## src/rtl/llq_pkg.sv

```systemverilog
package llq_pkg;
  typedef enum logic [1:0] {
    OP_NONE   = 2'd0,
    OP_APPEND = 2'd1,
    OP_PUSHF  = 2'd2,
    OP_REMOVE = 2'd3
  } llq_op_e;

  typedef enum logic [3:0] {
    ST_IDLE,
    ST_RD_FRONT,
    ST_RD_BACK,
    ST_A_CLR,
    ST_A_LINK,
    ST_A_BACK,
    ST_P_LINK,
    ST_P_FRONT,
    ST_P_BACK,
    ST_R_CHK,
    ST_R_FRONT,
    ST_R_BACK
  } llq_st_e;
endpackage

```

## src/rtl/llq_rst_sync.sv

```systemverilog
module llq_rst_sync (
  input  logic clk,
  input  logic rst_n,
  output logic rst_n_sync
);
  logic [1:0] sync_q;

  always_ff @(posedge clk or negedge rst_n) begin
    if (!rst_n) sync_q <= 2'b00;
    else        sync_q <= {sync_q[0], 1'b1};
  end

  assign rst_n_sync = sync_q[1];
endmodule

```

## src/rtl/llq_ctrl.sv

```systemverilog
module llq_ctrl
  import llq_pkg::*;
(
  input  logic    clk,
  input  logic    rst_n,
  input  logic    start,
  input  llq_op_e op_in,
  input  logic    rd_zero,
  input  logic    front_zero,
  output llq_st_e state,
  output logic    done
);
  llq_st_e state_q, state_n;
  llq_op_e op_q, op_n;
  logic    done_n;

  always_comb begin
    op_n = op_q;
    if (start) op_n = op_in;
  end

  always_comb begin
    state_n = state_q;
    unique case (state_q)
      ST_IDLE:     if (start) state_n = ST_RD_FRONT;
      ST_RD_FRONT: begin
        unique case (op_q)
          OP_APPEND: state_n = ST_RD_BACK;
          OP_PUSHF:  state_n = ST_P_LINK;
          default:   state_n = ST_R_CHK;
        endcase
      end
      ST_RD_BACK:  state_n = ST_A_CLR;
      ST_A_CLR:    state_n = ST_A_LINK;
      ST_A_LINK:   state_n = ST_A_BACK;
      ST_A_BACK:   state_n = ST_IDLE;
      ST_P_LINK:   state_n = ST_P_FRONT;
      ST_P_FRONT:  state_n = front_zero ? ST_P_BACK : ST_IDLE;
      ST_P_BACK:   state_n = ST_IDLE;
      ST_R_CHK:    state_n = rd_zero ? ST_IDLE : ST_R_FRONT;
      ST_R_FRONT:  state_n = rd_zero ? ST_R_BACK : ST_IDLE;
      ST_R_BACK:   state_n = ST_IDLE;
      default:     state_n = ST_IDLE;
    endcase
  end

  assign done_n = (state_q != ST_IDLE) && (state_n == ST_IDLE);

  always_ff @(posedge clk or negedge rst_n) begin
    if (!rst_n) begin
      state_q <= ST_IDLE;
      op_q    <= OP_NONE;
      done    <= 1'b0;
    end else begin
      state_q <= state_n;
      op_q    <= op_n;
      done    <= done_n;
    end
  end

  assign state = state_q;
endmodule

```

## src/rtl/llq_path.sv

```systemverilog
module llq_path
  import llq_pkg::*;
#(
  parameter int AW = 15,
  parameter int DW = 16
) (
  input  logic          clk,
  input  logic          rst_n,
  input  logic          start,
  input  llq_st_e       state,
  input  logic [AW-1:0] hdr_in,
  input  logic [AW-1:0] ent_in,
  input  logic [DW-1:0] mem_rdata,
  output logic          mem_req,
  output logic          mem_we,
  output logic [AW-1:0] mem_addr,
  output logic [DW-1:0] mem_wdata,
  output logic          rd_zero,
  output logic          front_zero,
  output logic          skip,
  output logic [AW-1:0] deq_entry
);
  localparam int PADW = DW - AW;
  localparam logic [AW-1:0] ONE = AW'(1);

  logic [AW-1:0] rd_val;
  logic          unused_hi;
  logic [AW-1:0] hdr_q, hdr_n, ent_q, ent_n, front_q, front_n, back_q, back_n;
  logic [AW-1:0] deq_q, deq_n;
  logic          skip_q, skip_n;
  logic [AW-1:0] wval;

  assign rd_val     = mem_rdata[AW-1:0];
  assign unused_hi  = ^mem_rdata[DW-1:AW];
  assign rd_zero    = (rd_val == '0);
  assign front_zero = (front_q == '0);

  always_comb begin
    hdr_n   = hdr_q;
    ent_n   = ent_q;
    front_n = front_q;
    back_n  = back_q;
    skip_n  = skip_q;
    deq_n   = deq_q;
    if (start) begin
      hdr_n  = hdr_in;
      ent_n  = ent_in;
      skip_n = 1'b0;
      deq_n  = '0;
    end
    unique case (state)
      ST_RD_BACK: begin front_n = rd_val; skip_n = !rd_zero; end
      ST_A_CLR:   back_n  = rd_val;
      ST_P_LINK:  begin front_n = rd_val; skip_n = !rd_zero; end
      ST_R_CHK:   begin front_n = rd_val; skip_n = !rd_zero; deq_n = rd_val; end
      default:    ;
    endcase
  end

  always_comb begin
    mem_req  = 1'b0;
    mem_we   = 1'b0;
    mem_addr = hdr_q;
    wval     = '0;
    unique case (state)
      ST_RD_FRONT: mem_req = 1'b1;
      ST_RD_BACK:  begin mem_req = 1'b1; mem_addr = hdr_q + ONE; end
      ST_A_CLR:    begin mem_req = 1'b1; mem_we = 1'b1; mem_addr = ent_q - ONE; end
      ST_A_LINK:   begin mem_req = 1'b1; mem_we = 1'b1; mem_addr = back_q - ONE; wval = ent_q; end
      ST_A_BACK:   begin mem_req = 1'b1; mem_we = 1'b1; mem_addr = hdr_q + ONE; wval = ent_q; end
      ST_P_LINK:   begin mem_req = 1'b1; mem_we = 1'b1; mem_addr = ent_q - ONE; wval = rd_val; end
      ST_P_FRONT:  begin mem_req = 1'b1; mem_we = 1'b1; wval = ent_q; end
      ST_P_BACK:   begin mem_req = 1'b1; mem_we = 1'b1; mem_addr = hdr_q + ONE; wval = ent_q; end
      ST_R_CHK:    begin mem_req = !rd_zero; mem_addr = rd_val - ONE; end
      ST_R_FRONT:  begin mem_req = 1'b1; mem_we = 1'b1; wval = rd_val; end
      ST_R_BACK:   begin mem_req = 1'b1; mem_we = 1'b1; mem_addr = hdr_q + ONE; wval = hdr_q + ONE; end
      default:     ;
    endcase
  end

  assign mem_wdata = {{PADW{1'b0}}, wval};

  always_ff @(posedge clk or negedge rst_n) begin
    if (!rst_n) begin
      hdr_q   <= '0;
      ent_q   <= '0;
      front_q <= '0;
      back_q  <= '0;
      skip_q  <= 1'b0;
      deq_q   <= '0;
    end else begin
      hdr_q   <= hdr_n;
      ent_q   <= ent_n;
      front_q <= front_n;
      back_q  <= back_n;
      skip_q  <= skip_n;
      deq_q   <= deq_n;
    end
  end

  assign skip      = skip_q;
  assign deq_entry = deq_q;
endmodule

```

## src/rtl/llq_engine.sv

```systemverilog
module llq_engine
  import llq_pkg::*;
#(
  parameter int AW = 15,
  parameter int DW = 16
) (
  input  logic          clk,
  input  logic          rst_n,
  input  logic          cmd_valid,
  input  logic [1:0]    cmd_op,
  input  logic [AW-1:0] hdr_addr,
  input  logic [AW-1:0] ent_addr,
  output logic          busy,
  output logic          done,
  output logic          skip,
  output logic [AW-1:0] deq_entry,
  output logic          mem_req,
  output logic          mem_we,
  output logic [AW-1:0] mem_addr,
  output logic [DW-1:0] mem_wdata,
  input  logic [DW-1:0] mem_rdata
);
  logic    rst_n_i;
  llq_st_e state;
  logic    start, rd_zero, front_zero;

  llq_rst_sync u_rst (.clk(clk), .rst_n(rst_n), .rst_n_sync(rst_n_i));

  assign busy  = (state != ST_IDLE);
  assign start = cmd_valid && !busy && (cmd_op != 2'd0);

  llq_ctrl u_ctrl (
    .clk(clk), .rst_n(rst_n_i), .start(start), .op_in(llq_op_e'(cmd_op)),
    .rd_zero(rd_zero), .front_zero(front_zero), .state(state), .done(done)
  );

  llq_path #(.AW(AW), .DW(DW)) u_path (
    .clk(clk), .rst_n(rst_n_i), .start(start), .state(state),
    .hdr_in(hdr_addr), .ent_in(ent_addr), .mem_rdata(mem_rdata),
    .mem_req(mem_req), .mem_we(mem_we), .mem_addr(mem_addr), .mem_wdata(mem_wdata),
    .rd_zero(rd_zero), .front_zero(front_zero), .skip(skip), .deq_entry(deq_entry)
  );
endmodule

```

## config.mk

```make
export PLATFORM = sky130hd
export DESIGN_NAME = llq_engine
export DESIGN_NICKNAME = d
export VERILOG_FILES = /design/src/rtl/llq_pkg.sv /design/src/rtl/llq_rst_sync.sv /design/src/rtl/llq_ctrl.sv /design/src/rtl/llq_path.sv /design/src/rtl/llq_engine.sv
export SDC_FILE = /design/constraint.sdc
export NUM_CORES = 1
export LEC_CHECK = 0
export ABC_AREA = 1
export BUFFER_PORTS_ARGS = -buffer_cell sky130_fd_sc_hd__buf_2
export CAP_MARGIN = 0
export CORE_ASPECT_RATIO = 0.5
export CORE_MARGIN = 1.5
export CORE_UTILIZATION = 42
export CTS_CLUSTER_SIZE = 10
export DETAILED_ROUTE_END_ITERATION = 16
export HOLD_SLACK_MARGIN = 0.08
export PLACE_DENSITY = 0.66
export SLEW_MARGIN = 30
export SYNTH_ARGS = -nofsm -noshare
export SYNTH_HDL_FRONTEND = slang
export SYNTH_HIERARCHICAL = 1
export SYNTH_SLANG_ARGS = --single-unit
```

## constraint.sdc

```tcl
create_clock -name clk -period 2.5 [get_ports clk]
set_input_delay 0.375 -clock clk [delete_from_list [all_inputs] [get_ports clk]]
set_output_delay 0.375 -clock clk [all_outputs]
set_load 0.005 [all_outputs]
```

# Word level (Yosys, flattened, before mapping)
# Cells that the tools add are included.
# word_totals
reg_bits	85
# op_classes
add_sub_neg	4
n_eq_ne	13
mux	14
reduce_logical	20
# op_table
operator	n
$pmux 15 s4	1
$pmux 15 s3	1
$sub 15x1->15 const B	3
$pmux 4 s9	1
$logic_not 15->1	2
$mux 15	2
$eq 4x3->1 const B	4
$eq 4x4->1 const B	4
$mux 4	4
$add 15x1->15 const B	1
$reduce_or 10->1	1
$eq 4x2->1 const B	2
$logic_not 4->1	2
$pmux 4 s2	1
$reduce_or 4->1	2
$reduce_or 8->1	1
$reduce_bool 2->1	3
$eq 4x1->1 const B	1
$reduce_bool 4->1	1
$reduce_or 2->1	2
$logic_and 1x1->1	3
$mux 1	3
$reduce_or 3->1	1
$eq 2x1->1 const B	1
3 further kinds	4

# Longest topological paths before layout
# Gate-level depths: netlist of run 1.
# logic_depth
depth_word	8
ltp_mapped	16
ltp_nobuf	15

# Cells and area by module
# Netlist of run 1, hierarchy kept.
# modules_own_cells
mod	n_inst	cells_each	area_per_inst_um2
llq_path	1	640	4618.2
llq_ctrl	1	57	415.4
llq_rst_sync	1	3	53.8
llq_engine	1	5	30.0

# Worst setup path before layout of run 1
# Ideal clock, no wire load.
# synth_path
path_type	register to output
startpoint	register u_ctrl.state_q[0] (netlist: u_ctrl/state[0])
endpoint	output port mem_addr[12]
t_arrival_ps	1941
required_ps	2125
slack_ps	184
path_stages_with_launch	16
n_path_buf	1
path_cell_list	dfrtp_1 inv_1 nor2_4 nand2_4 inv_2 buf_4 nand2_1 nand2_1 nor2_2 ha_1 nand2_1 nor2_4 nand3_1 nand2_1 nand3_1 nand2_1
# synth_between
elab_chain_len	3
elab_cells_between_ends	11
# synth_rtl
item	line_no	source
from (decl)	llq_ctrl.sv:13	llq_st_e state_q, state_n;
from (signal assigned)	llq_ctrl.sv:55	state_q <= state_n;
$eq 4x2->1, or another cell as far along	llq_path.sv:65	unique case (state)
$reduce_or 4->1 (no source line) or $reduce_or 2->1 (tied branches)	n/a	
$pmux 15 s4 (*)	llq_path.sv:65	
to (decl)	llq_engine.sv:19	output logic [AW-1:0] mem_addr,
# Every way passes the cells marked *; elsewhere a longest branch is shown, timed or not.

# Worst setup path after layout of run 1
# layout_path
startpoint	register u_ctrl.state_q[1] (netlist: u_ctrl/state[1])
endpoint	output port mem_addr[14]
# Same word-level chain as after synthesis.

==> results.tsv, run 1 <==
metric	value	unit
drv_cap	0	
placeableCoreArea	11800	sq um
initialDrtViolationCount	446	
crit_share_post_route	114	%
final_critical_path_setup_slack	-0.353	ns
yosysTopAreaCellShare	41.6	%
initial_core_util	43.2	%
routabilityCongestion	0.930	
synth_xor_xnor_area_share	0.856	%
synth_compound_area_share	12.3	%
syn_nets	759	
detailed_routing_iterations_pass_1	5	
clock-sinks	85	
synth_area_leader_cell	sky130_fd_sc_hd__dfrtp_1	
n_antenna_cell	0	
cpLargestDelayFamily	simple AND/OR/NAND/NOR gates	
synth_seq_area_share	41.6	%
synthMuxAreaShare	0.220	%
fmaxAchievable	350	MHz
holdPathEnd	u_path/hdr_q[10]	
vias_per_cell	5.25	
final.setup_skew	0.00884	ns
hold_path.class	primary input to flip-flop	
async_flop_share	100	%
wl_met3	1470	um
worstSetupEndpointType	output pin	
cp.required	2.12	ns
r2r_slack	0.62	ns
hold_path_stages	3	
grt_use_total	26.3	%
drc	0	
route.vias.total	5474	
synthTopCellsByArea	sky130_fd_sc_hd__dfrtp_1 42%, sky130_fd_sc_hd__nand2_1 15%, sky130_fd_sc_hd__o21ai_0 7.8%	
outcome	finished with violations	
global_route_wire_length_before_repair	26000	um
crit_buf_inv	4	
fill_cells	1051	
cellPowerDensity	1430	nW/um^2
dp_slack	-0.00217	ns
synth_adder_area_share	0.733	%
postLayoutCellArea	7220	sq um
timing.critical_path.arrival	2.48	ns
post_route_cells_drive_above_1_share	38.1	%
rsz_0062_raised_after_global_routing	yes	
post_place_cell_area	6090	sq um
timing.rr.end	u_ctrl/done	
cts.root.buffer_cell	sky130_fd_sc_hd__clkbuf_16	
die_h	81.1	um
slew_viol_final	0	
ys.warnings.count	6	
ff2ff_path_depth	9	
highest_signal_layer_in_the_routed_design	met4	
die-area	12900	sq um
portBuffers	99	
period_needed	2.85	ns
num_io_pins	102	
crit_path_cell_trace	buf_6 > inv_4 > nor2_4 > nand2_4 > nand2_4 > buf_6 > nand2_2 > nand2_2 > nor2_4 > nand3_2 > nor2_4 > nand4_1 > nand3_2 > nand2_2 > buf_6	
clock_tree_from_tritoncts	built	
num_rows	28	
cts-buffers-inserted	9	
main_combinational_cell_family_by_area_after_synthesis	simple AND/OR/NAND/NOR gates	
detail-route-antenna-nets	0	
critPathKind	flip-flop to output pin	
clock_path_buffers	2	
final_global_route_overflow_total	0	
report.power.total	10.3	mW
leakagePower	3.71	nW
antenna_violations_before_repair	0	
grt_start_max_net_pins	84	
place_hpwl	12400	um
final_nets	926	
synth_cell_types	39	
critPathMaxStageDelay	0.42	ns
worst_ir_drop_vdd	0.625	mV
crit_path_start_kind	flip-flop	
clock_pin_slew_on_the_worst_setup_and_hold_paths	0.07	ns
synth_area_per_cell	7.26	sq um
critical_path.slowest_cell	sky130_fd_sc_hd__dfrtp_1	
rr_startpoint	u_path/front_q[5]	
hold_start	hdr_addr[10]	
synth_commonest_cells	206 x sky130_fd_sc_hd__nand2_1, 88 x sky130_fd_sc_hd__inv_1, 85 x sky130_fd_sc_hd__dfrtp_1	
detail_route.wirelength.met1	7700	um
biggest_fanout_along_the_worst_timing_path	7	
area.sequential	2130	sq um
synth.most_common_cell	sky130_fd_sc_hd__nand2_1	
flow.area_growth_from_synthesis	41.1	%
finalHoldViolCount	0	
synth_top_flop_cell	sky130_fd_sc_hd__dfrtp_1	
htree_levels	3	
area_of_combinational_cells_with_multiple_inputs	2980	sq um
clk-insertion-delay-late	0.35	ns
violations	negative setup slack	
dr_wl_met2	7700	um
yosys_register_bits	85	
synthesis.area	5120	sq um
finalSetupViolations	14	
routedWlPerCell	16.7	um
synth-edff-count	0	
die_w	159	um
vias_in_the_first_global_route	5054	
synthSimpleGateAreaFrac	34.6	%
finalWirelength	17400	um
synthCells	705	
tightest hold or removal path, cell delays in order:
cell and delay, ns:
sky130_fd_sc_hd__buf_2 0.08, sky130_fd_sc_hd__nand2_1 0.04, sky130_fd_sc_hd__o21ai_0 0.05
cell type report:
cell class / count / share of cell area [%]
Multi-Input combinational cell: 500 / 41.3
Clock buffer: 9 / 3.12
Sequential cell: 85 / 29.5
Inverter: 96 / 5.16
Tap cell: 165 / 2.86
Clock inverter: 7 / 1.20
Timing Repair Buffer: 180 / 16.8
stage by stage:
step / hold WS [ns] / instances / utilization, % / setup TNS (ns)
finish: 0.234 / 1042 / 61.0 / -3.47
global route: 0.247 / 1042 / 61.0 / -4.89
CTS: 0.224 / 1032 / 57.8 / -2.39
detailed placement: 0.163 / 995 / 51.5 / -0.00217
global placement: 0.161 / 995 / 51.4 / -0.0164
floorplan: 0.0794 / 705 / - / 0
cells in the final DEF, fill, tap and decap left out, types with 5 or more instances in the layout:
cell type | netlist | final
sky130_fd_sc_hd__nand2_4 | 3 | 11
sky130_fd_sc_hd__buf_4 | 3 | 60
sky130_fd_sc_hd__nor2_1 | 38 | 23
sky130_fd_sc_hd__a21oi_1 | 5 | 5
sky130_fd_sc_hd__nor2_2 | 16 | 14
sky130_fd_sc_hd__xor2_1 | 5 | 5
sky130_fd_sc_hd__nand4_1 | 8 | 8
sky130_fd_sc_hd__inv_2 | 7 | 8
sky130_fd_sc_hd__nand2_2 | 9 | 31
sky130_fd_sc_hd__o21ai_0 | 80 | 72
sky130_fd_sc_hd__o221ai_1 | 15 | 12
sky130_fd_sc_hd__buf_2 | 4 | 98
sky130_fd_sc_hd__nand3_2 | 3 | 15
sky130_fd_sc_hd__buf_6 | 1 | 16
sky130_fd_sc_hd__inv_1 | 88 | 83
sky130_fd_sc_hd__o21ai_1 | 1 | 5
sky130_fd_sc_hd__clkbuf_16 | 0 | 9
sky130_fd_sc_hd__nor2_4 | 13 | 30
sky130_fd_sc_hd__nand3_1 | 64 | 48
sky130_fd_sc_hd__dfrtp_1 | 85 | 82
sky130_fd_sc_hd__nand2_1 | 206 | 173
kinds of logic (layout without fill, tap and decap cells):
| kind of cell | count (synthesis) | in the layout |
|---|---|---|
| AOI/OAI and AO/OA | 110 | 110 |
| xor gates and xnor gates | 5 | 5 |
| adders and majority gates | 3 | 3 |
| buffers and inverters | 120 | 292 |
| DFF | 85 | 85 |
| muxes | 1 | 1 |
| other | 2 | 2 |
| and+or+nand+nor | 379 | 379 |
sequential cells by signal, summed over array words and instances (netlist names):
name,flops
u_path/ent_q,15
u_path/deq_entry,15
u_path/skip,1
u_path/back_q,15
u_path/front_q,15
u_rst/sync_q,2
u_ctrl/done,1
u_path/hdr_q,15
u_ctrl/op_q,2
u_ctrl/state,4
per-layer routing:
layer / global-route usage [%] / vias up
met5: 0 / -
met4: 11.0 / 0
met3: 6.08 / 41
met2: 39.6 / 243
met1: 36.6 / 2576
li1: - / 2614
where the power goes:
| part | internal (mW) | leakage, nW | total (mW) | switching, mW |
|---|---|---|---|---|
| clock network | 0.799 | 0.151 | 1.41 | 0.612 |
| logic | 2.64 | 2.50 | 6.40 | 3.76 |
| registers | 2.04 | 1.06 | 2.49 | 0.448 |
| total | 5.48 | 3.71 | 10.3 | 4.82 |
worst max path at each step:
stage | startpoint | endpoint | depth (start not counted)
after floorplan | u_ctrl/state[0] | mem_addr[12] | 15
after global placement | u_ctrl/state[3] | mem_addr[2] | 12
after detailed placement | u_ctrl/state[3] | mem_addr[2] | 12
after CTS | u_ctrl/state[1] | mem_addr[5] | 16
after global routing | u_ctrl/state[3] | mem_addr[14] | 12
final | u_ctrl/state[1] | mem_addr[14] | 15
timing repair:
item	in CTS	in global routing
setup buffers	20	10
pin swaps	34	43
endpoints found under the hold margin	2	0
hold buffers	1	0
resized for setup	82	72
setup endpoints to repair	17	19
Note: power is estimated with default switching activity, not from simulation.
==> inputs of run 2 (changes only) <==
PLACE_DENSITY = 0.7   (was 0.66)
==> run 2 against run 1 <==
Net effect: hold slack got worse by 0.011 ns; critical path type unchanged; largest power group unchanged; global-route usage up 0.47 points; first-iteration DRC count increased by 11%; the flow still finishes with violations (negative setup slack); highest routed layer unchanged.
==> results.tsv, run 2 (synthesis results as in run 1) <==
metric	value	unit
drc	0	
finish.utilization	58.5	%
drv_cap	0	
placeableCoreArea	11800	sq um
final_cell_mix	182 x sky130_fd_sc_hd__nand2_1, 100 x sky130_fd_sc_hd__buf_2, 84 x sky130_fd_sc_hd__inv_1	
num_rows	28	
slew_viol_final	0	
vias_per_cell	5.28	
power_switching_share	48.1	%
cellPowerDensity	1430	nW/um^2
clock_path_buffers	2	
seqPwrFrac	25.6	%
fmaxAchievable	351	MHz
critPathMostFrequentCell	sky130_fd_sc_hd__nand2_4	
finalSetupViolations	14	
htree_levels	3	
clock_power_share	13.7	%
crit_path_cell_trace	inv_4 > nor2_4 > nand2_4 > nand2_4 > buf_4 > nand2_2 > nand2_4 > nor2_4 > nand2_4 > nor2_4 > buf_4 > o21ai_2 > nand3_2 > nand3_2 > buf_2	
violations	negative setup slack	
grt_start_max_net_pins	45	
most_common_library_cell_in_the_layout_ignoring_fill_and_taps	sky130_fd_sc_hd__nand2_1	
vias_in_the_first_global_route	4949	
final_global_route_overflow_total	0	
n_antenna_cell	0	
crit_path_start_kind	flip-flop	
finalWirelength	17300	um
routabilityCongestion	0.910	
final_nets	910	
worst_ir_drop_vdd	0.541	mV
worstSetupEndpointType	output pin	
die-area	12900	sq um
critPathKind	flip-flop to output pin	
finalNonFillerCells	1026	
crit_buf_inv	4	
leakagePower	3.59	nW
detail-route-antenna-nets	0	
biggest_fanout_along_the_worst_timing_path	9	
detailed_routing_iterations_pass_1	6	
route.vias.total	5415	
comb_power_share	60.7	%
clock_tree_from_tritoncts	built	
numPlacedInstances	995	
num_io_pins	102	
die_w	159	um
finalHoldViolCount	0	
cpLargestDelayFamily	simple AND/OR/NAND/NOR gates	
cts-buffers-inserted	9	
clock_pin_slew_on_the_worst_setup_and_hold_paths	0.07	ns
fin_setup_tns	-3.83	ns
worstMarginPinSlew	0.568	ns
initialDrtViolationCount	496	
crit_share_post_route	114	%
antenna_violations_before_repair	0	
critical_path.slowest_cell	sky130_fd_sc_hd__dfrtp_2	
cts.root.buffer_cell	sky130_fd_sc_hd__clkbuf_16	
clk-insertion-delay-late	0.35	ns
net_switching_power_figure	4.79	mW
whs	0.222	ns
timing.critical_path.arrival	2.48	ns
flow.area_growth_from_synthesis	35.5	%
final_critical_path_setup_slack	-0.350	ns
grt_use_total	26.8	%
rsz_0062_raised_after_global_routing	yes	
place_hpwl	12800	um
initial_core_util	43.2	%
clock-sinks	85	
slew-limit-headroom	62.1	%
p_int	5.16	mW
period_needed	2.85	ns
outcome	finished with violations	
global_route_wire_length_before_repair	26300	um
portBuffers	99	
critPathMaxStageDelay	0.45	ns
hold_path.class	primary input to flip-flop	
final.setup_skew	0.00817	ns
cp.required	2.12	ns
routedWlPerCell	16.8	um
die_h	81.1	um
post_route_cells_drive_above_1_share	35.1	%
-- run 2: cell count changes in the layout (fill, tap and decap cells not counted), moves of 3 or more --
cell                      previous run  this run
sky130_fd_sc_hd__buf_8               3         0
sky130_fd_sc_hd__nand2_1           173       182
sky130_fd_sc_hd__nor2_4             30        26
sky130_fd_sc_hd__o21ai_2             4         1
sky130_fd_sc_hd__nor2_1             23        27
sky130_fd_sc_hd__inv_6               4         1
sky130_fd_sc_hd__nand3_4             4         1
sky130_fd_sc_hd__nand2_2            31        21
sky130_fd_sc_hd__buf_4              60        50
sky130_fd_sc_hd__buf_6              16        12
-- run 2: layer usage --
layer	share of wire, %	global-route usage, %	vias to the layer above	routed length (um)
met3	8.5	5.92	33	1480
met4	1.7	8.02	0	288
li1	-	-	2588	-
met5	0	0	-	0
met1	45	37.5	2554	7850
met2	44	41.7	240	7670
-- run 2: final cells by class --
cell class	instances	area, sq um
Clock inverter	7	75.1
Inverter	96	373
Sequential cell	85	2140
Fill cell	1072	4910
Tap cell	165	206
Clock buffer	9	225
Multi-Input combinational cell	500	2880
Timing Repair Buffer	164	1040
-- run 2: metrics by stage --
stage / setup slack [ns] / instance area [sq um] / power (mW)
finish: -0.350 / 6930 / 9.95
detailed placement: 0.000438 / 6090 / 7.60
floorplan: 0.184 / 5120 / 5.56
CTS: -0.239 / 6700 / 9.43
global placement: 0.0559 / 6090 / 7.49
global route: -0.445 / 6930 / 10.7
-- run 2: final timing paths --
kind,cells after the start,from,end,slack [ns]
setup / recovery,15,u_ctrl/state[2],mem_addr[5],-0.35
hold / removal,3,hdr_addr[7],u_path/hdr_q[7],0.22
setup reg to reg,9,u_ctrl/state[2],u_path/deq_entry[14],0.54
hold reg to reg,0,u_rst/sync_q[1],u_ctrl/op_q[0],0.33
max in group asynchronous,1,u_rst/sync_q[1],u_path/back_q[3],1.54
min in group asynchronous,2,rst_n,u_rst/sync_q[1],0.33
-- run 2: worst register-to-register path: cells and delay by family, from the launching register on --
kind / cells / cell delay [ns]
and+or+nand+nor: 3 / 0.30
DFF: 1 / 0.45
AOI/OAI and AO/OA: 1 / 0.23
buffers and inverters: 5 / 0.88
-- run 2: timing repair --
action,in CTS,in global routing
endpoints found under the hold margin,2,0
hold buffers,1,0
buffers inserted,8,5
resized for setup,66,54
cloned,1,0
setup endpoints to repair,16,22
pin swaps,24,24
-- run 2: power by group through the flow --
| stage | registers (mW) | logic [mW] | clock network (mW) |
|---|---|---|---|
| after detailed placement | 2.50 | 5.10 | 0 |
| after global routing | 2.61 | 6.63 | 1.43 |
| after floorplan | 2.43 | 3.14 | 0 |
| after CTS | 2.52 | 5.52 | 1.39 |
| final | 2.54 | 6.04 | 1.36 |
| after global placement | 2.48 | 5.01 | 0 |
==> inputs of run 3 (changes only) <==
BUFFER_PORTS_ARGS = -buffer_cell sky130_fd_sc_hd__clkbuf_2   (was -buffer_cell sky130_fd_sc_hd__buf_2)
SYNTH_HIERARCHICAL = unset   (was 1)
==> run 3 against run 2 <==
Net effect: the flow still finishes with violations (negative setup slack); count of clock-buffer cells in the layout up 2; die area up 0.90%; clock power about the same; critical path depth down 1; register-to-register slack worse by 0.25 ns; combinational power down 3.3%; clock skew down 0.0025 ns; sequential cell count unchanged; fmax up 0.41%; via count up 3.5%; largest power group unchanged.
==> results.tsv, run 3 <==
metric	value	unit
outcome	finished with violations	
violations	negative setup slack	
global_route_wire_length_before_repair	26800	um
routabilityCongestion	0.956	
cts-buffers-inserted	9	
crit_buf_inv	5	
drc	0	
synth_seq_area_share	41.2	%
grt_start_max_net_pins	47	
p_int	5.19	mW
finalWirelength	17800	um
finish.utilization	59.6	%
final_global_route_overflow_total	0	
post_place_cell_area	6010	sq um
slew-limit-headroom	56.7	%
cp.required	2.12	ns
timing.critical_path.arrival	2.46	ns
biggest_fanout_along_the_worst_timing_path	5	
finalNonFillerCells	1069	
synth_commonest_cells	242 x sky130_fd_sc_hd__nand2_1, 100 x sky130_fd_sc_hd__inv_1, 85 x sky130_fd_sc_hd__dfrtp_1	
num_io_pins	102	
initialDrtViolationCount	579	
vias_per_cell	5.24	
clock_pin_slew_on_the_worst_setup_and_hold_paths	0.06	ns
vias_in_the_first_global_route	5108	
net_switching_power_figure	4.59	mW
report.power.total	9.78	mW
drv_cap	0	
routedWlPerCell	16.6	um
synthTopCellsByArea	sky130_fd_sc_hd__dfrtp_1 41%, sky130_fd_sc_hd__nand2_1 18%, sky130_fd_sc_hd__inv_1 7.3%	
clock_path_buffers	2	
period_needed	2.84	ns
power_switching_share	47.0	%
fin_setup_tns	-2.95	ns
num_rows	28	
n_antenna_cell	0	
critical_path_cell_count	14	
flow.area_growth_from_synthesis	37.4	%
synth_area_leader_cell	sky130_fd_sc_hd__dfrtp_1	
die-area	13000	sq um
fill_cells	1124	
detail-route-antenna-nets	0	
cts.root.buffer_cell	sky130_fd_sc_hd__clkbuf_16	
ys.warnings.count	0	
yosysTopAreaCellShare	41.2	%
die_h	81.4	um
whs	0.230	ns
most_common_library_cell_in_the_layout_ignoring_fill_and_taps	sky130_fd_sc_hd__nand2_1	
critPathKind	flip-flop to output pin	
synth-edff-count	0	
worst_ir_drop_vdd	0.503	mV
portBuffers	99	
finalSetupViolations	16	
synthesis.area	5160	sq um
place_hpwl	12700	um
grt_use_total	27.1	%
leakagePower	3.73	nW
cellPowerDensity	1380	nW/um^2
syn_nets	798	
synth_area_per_cell	6.94	sq um
seqPwrFrac	26.7	%
crit_share_post_route	114	%
finalHoldViolCount	0	
final.setup_skew	0.00564	ns
final_critical_path_setup_slack	-0.339	ns
antenna_violations_before_repair	0	
postLayoutCellArea	7100	sq um
post_route_cells_drive_above_1_share	32.6	%
hold_path.class	primary input to flip-flop	
clock_tree_from_tritoncts	built	
synth.most_common_cell	sky130_fd_sc_hd__nand2_1	
crit_path_cell_trace	nand2_2 > inv_1 > nand2_4 > nand3_4 > buf_4 > nor2_1 > nor2_4 > nand3_4 > inv_4 > buf_4 > o21ai_2 > nand3_2 > o211ai_1 > buf_2	
yosys_register_bits	85	
comb_power_share	59.7	%
hold_path_stages	3	
slew_viol_final	0	
clock-sinks	85	
worstMarginPinSlew	0.649	ns
clock_power_share	13.6	%
synth_cell_types	35	
route.vias.total	5604	
detailed_routing_iterations_pass_1	5	
async_flop_share	100	%
crit_path_start_kind	flip-flop	
synthCells	744	
numPlacedInstances	1011	
initial_core_util	43.4	%
final_nets	954	
dp_slack	0.00832	ns
worstSetupEndpointType	output pin	
critPathMaxStageDelay	0.45	ns
ff2ff_path_depth	14	
htree_levels	3	
fmaxAchievable	352	MHz
placeableCoreArea	11900	sq um
clk-insertion-delay-late	0.35	ns
synth_top_flop_cell	sky130_fd_sc_hd__dfrtp_1	
critical_path.slowest_cell	sky130_fd_sc_hd__dfrtp_2	
die_w	160	um
rsz_0062_raised_after_global_routing	yes	
cpLargestDelayFamily	simple AND/OR/NAND/NOR gates	
final_cell_mix	220 x sky130_fd_sc_hd__nand2_1, 96 x sky130_fd_sc_hd__inv_1, 91 x sky130_fd_sc_hd__clkbuf_2	
[run 3: timing repair]
action | in CTS | in global routing
setup endpoints to repair | 18 | 19
setup buffers | 25 | 16
hold buffers | 1 | 0
gates resized for setup | 59 | 76
gates cloned | 1 | 0
endpoints found under the hold margin | 2 | 0
pin swaps | 38 | 32
[run 3: cell type report]
type / count / area [sq um] / share of cell area [%]
Multi-Input combinational cell: 529 / 2890 / 40.7
Sequential cell: 85 / 2140 / 30.1
Timing Repair Buffer: 169 / 1170 / 16.4
Inverter: 106 / 418 / 5.89
Clock buffer: 11 / 233 / 3.28
Tap cell: 165 / 206 / 2.91
Clock inverter: 4 / 50.0 / 0.705
[run 3: worst paths after layout]
check | startpoint | end | slack [ns]
setup / recovery | u_ctrl.state[0] | mem_addr[4] | -0.34
hold / removal | ent_addr[12] | u_path.ent_q[12] | 0.23
setup reg to reg | u_ctrl.state[2] | u_ctrl.done | 0.29
hold reg to reg | u_rst.sync_q[1] | u_ctrl.state[2] | 0.34
max in group asynchronous | u_rst.sync_q[1] | u_path.hdr_q[0] | 1.50
min in group asynchronous | u_rst.sync_q[1] | u_ctrl.state[2] | 0.34
[run 3: kinds of logic (layout without fill, tap and decap cells)]
logic type | count (synthesis) | count (layout) | share of synthesized area [%]
XOR/XNOR | 6 | 6 | 1.02
other | 2 | 2 | 0.145
AO/OA/AOI/OAI | 94 | 94 | 10.6
AND/OR/NAND/NOR | 424 | 424 | 36.2
adder cells (fa/ha/maj) | 3 | 3 | 0.727
flip-flops | 85 | 85 | 41.2
buffers and inverters | 130 | 290 | 10.1
[run 3: power by group through the flow]
| stage | Sequential [mW] | Clock, mW | Combinational (mW) |
|---|---|---|---|
| after global routing | 2.68 | 1.41 | 6.40 |
| final | 2.61 | 1.33 | 5.84 |
| after detailed placement | 2.57 | 0 | 4.50 |
| after global placement | 2.55 | 0 | 4.42 |
| after CTS | 2.55 | 1.34 | 5.24 |
| after floorplan | 2.42 | 0 | 2.93 |
[run 3: layer usage]
metal | GRT usage, % | vias to the layer above | share of wire [%]
li1 | - | 2678 | -
met1 | 37.7 | 2652 | 46
met2 | 41.6 | 231 | 44
met3 | 6.92 | 43 | 8.3
met4 | 8.97 | 0 | 2.6
met5 | 0 | - | 0
[run 3: worst reg2reg max path, stage by stage (launching register included)]
cell and delay, ns:
sky130_fd_sc_hd__dfrtp_2 0.42, sky130_fd_sc_hd__inv_2 0.07, sky130_fd_sc_hd__buf_4 0.14, sky130_fd_sc_hd__nand2_1 0.14, sky130_fd_sc_hd__nor2_1 0.09, sky130_fd_sc_hd__inv_1 0.08, sky130_fd_sc_hd__nor2_1 0.06, sky130_fd_sc_hd__nand2_1 0.09
sky130_fd_sc_hd__nand2_1 0.08, sky130_fd_sc_hd__inv_1 0.20, sky130_fd_sc_hd__buf_12 0.22, sky130_fd_sc_hd__nand3_1 0.09, sky130_fd_sc_hd__nor2_1 0.12, sky130_fd_sc_hd__nand2_1 0.07, sky130_fd_sc_hd__nor4_1 0.22
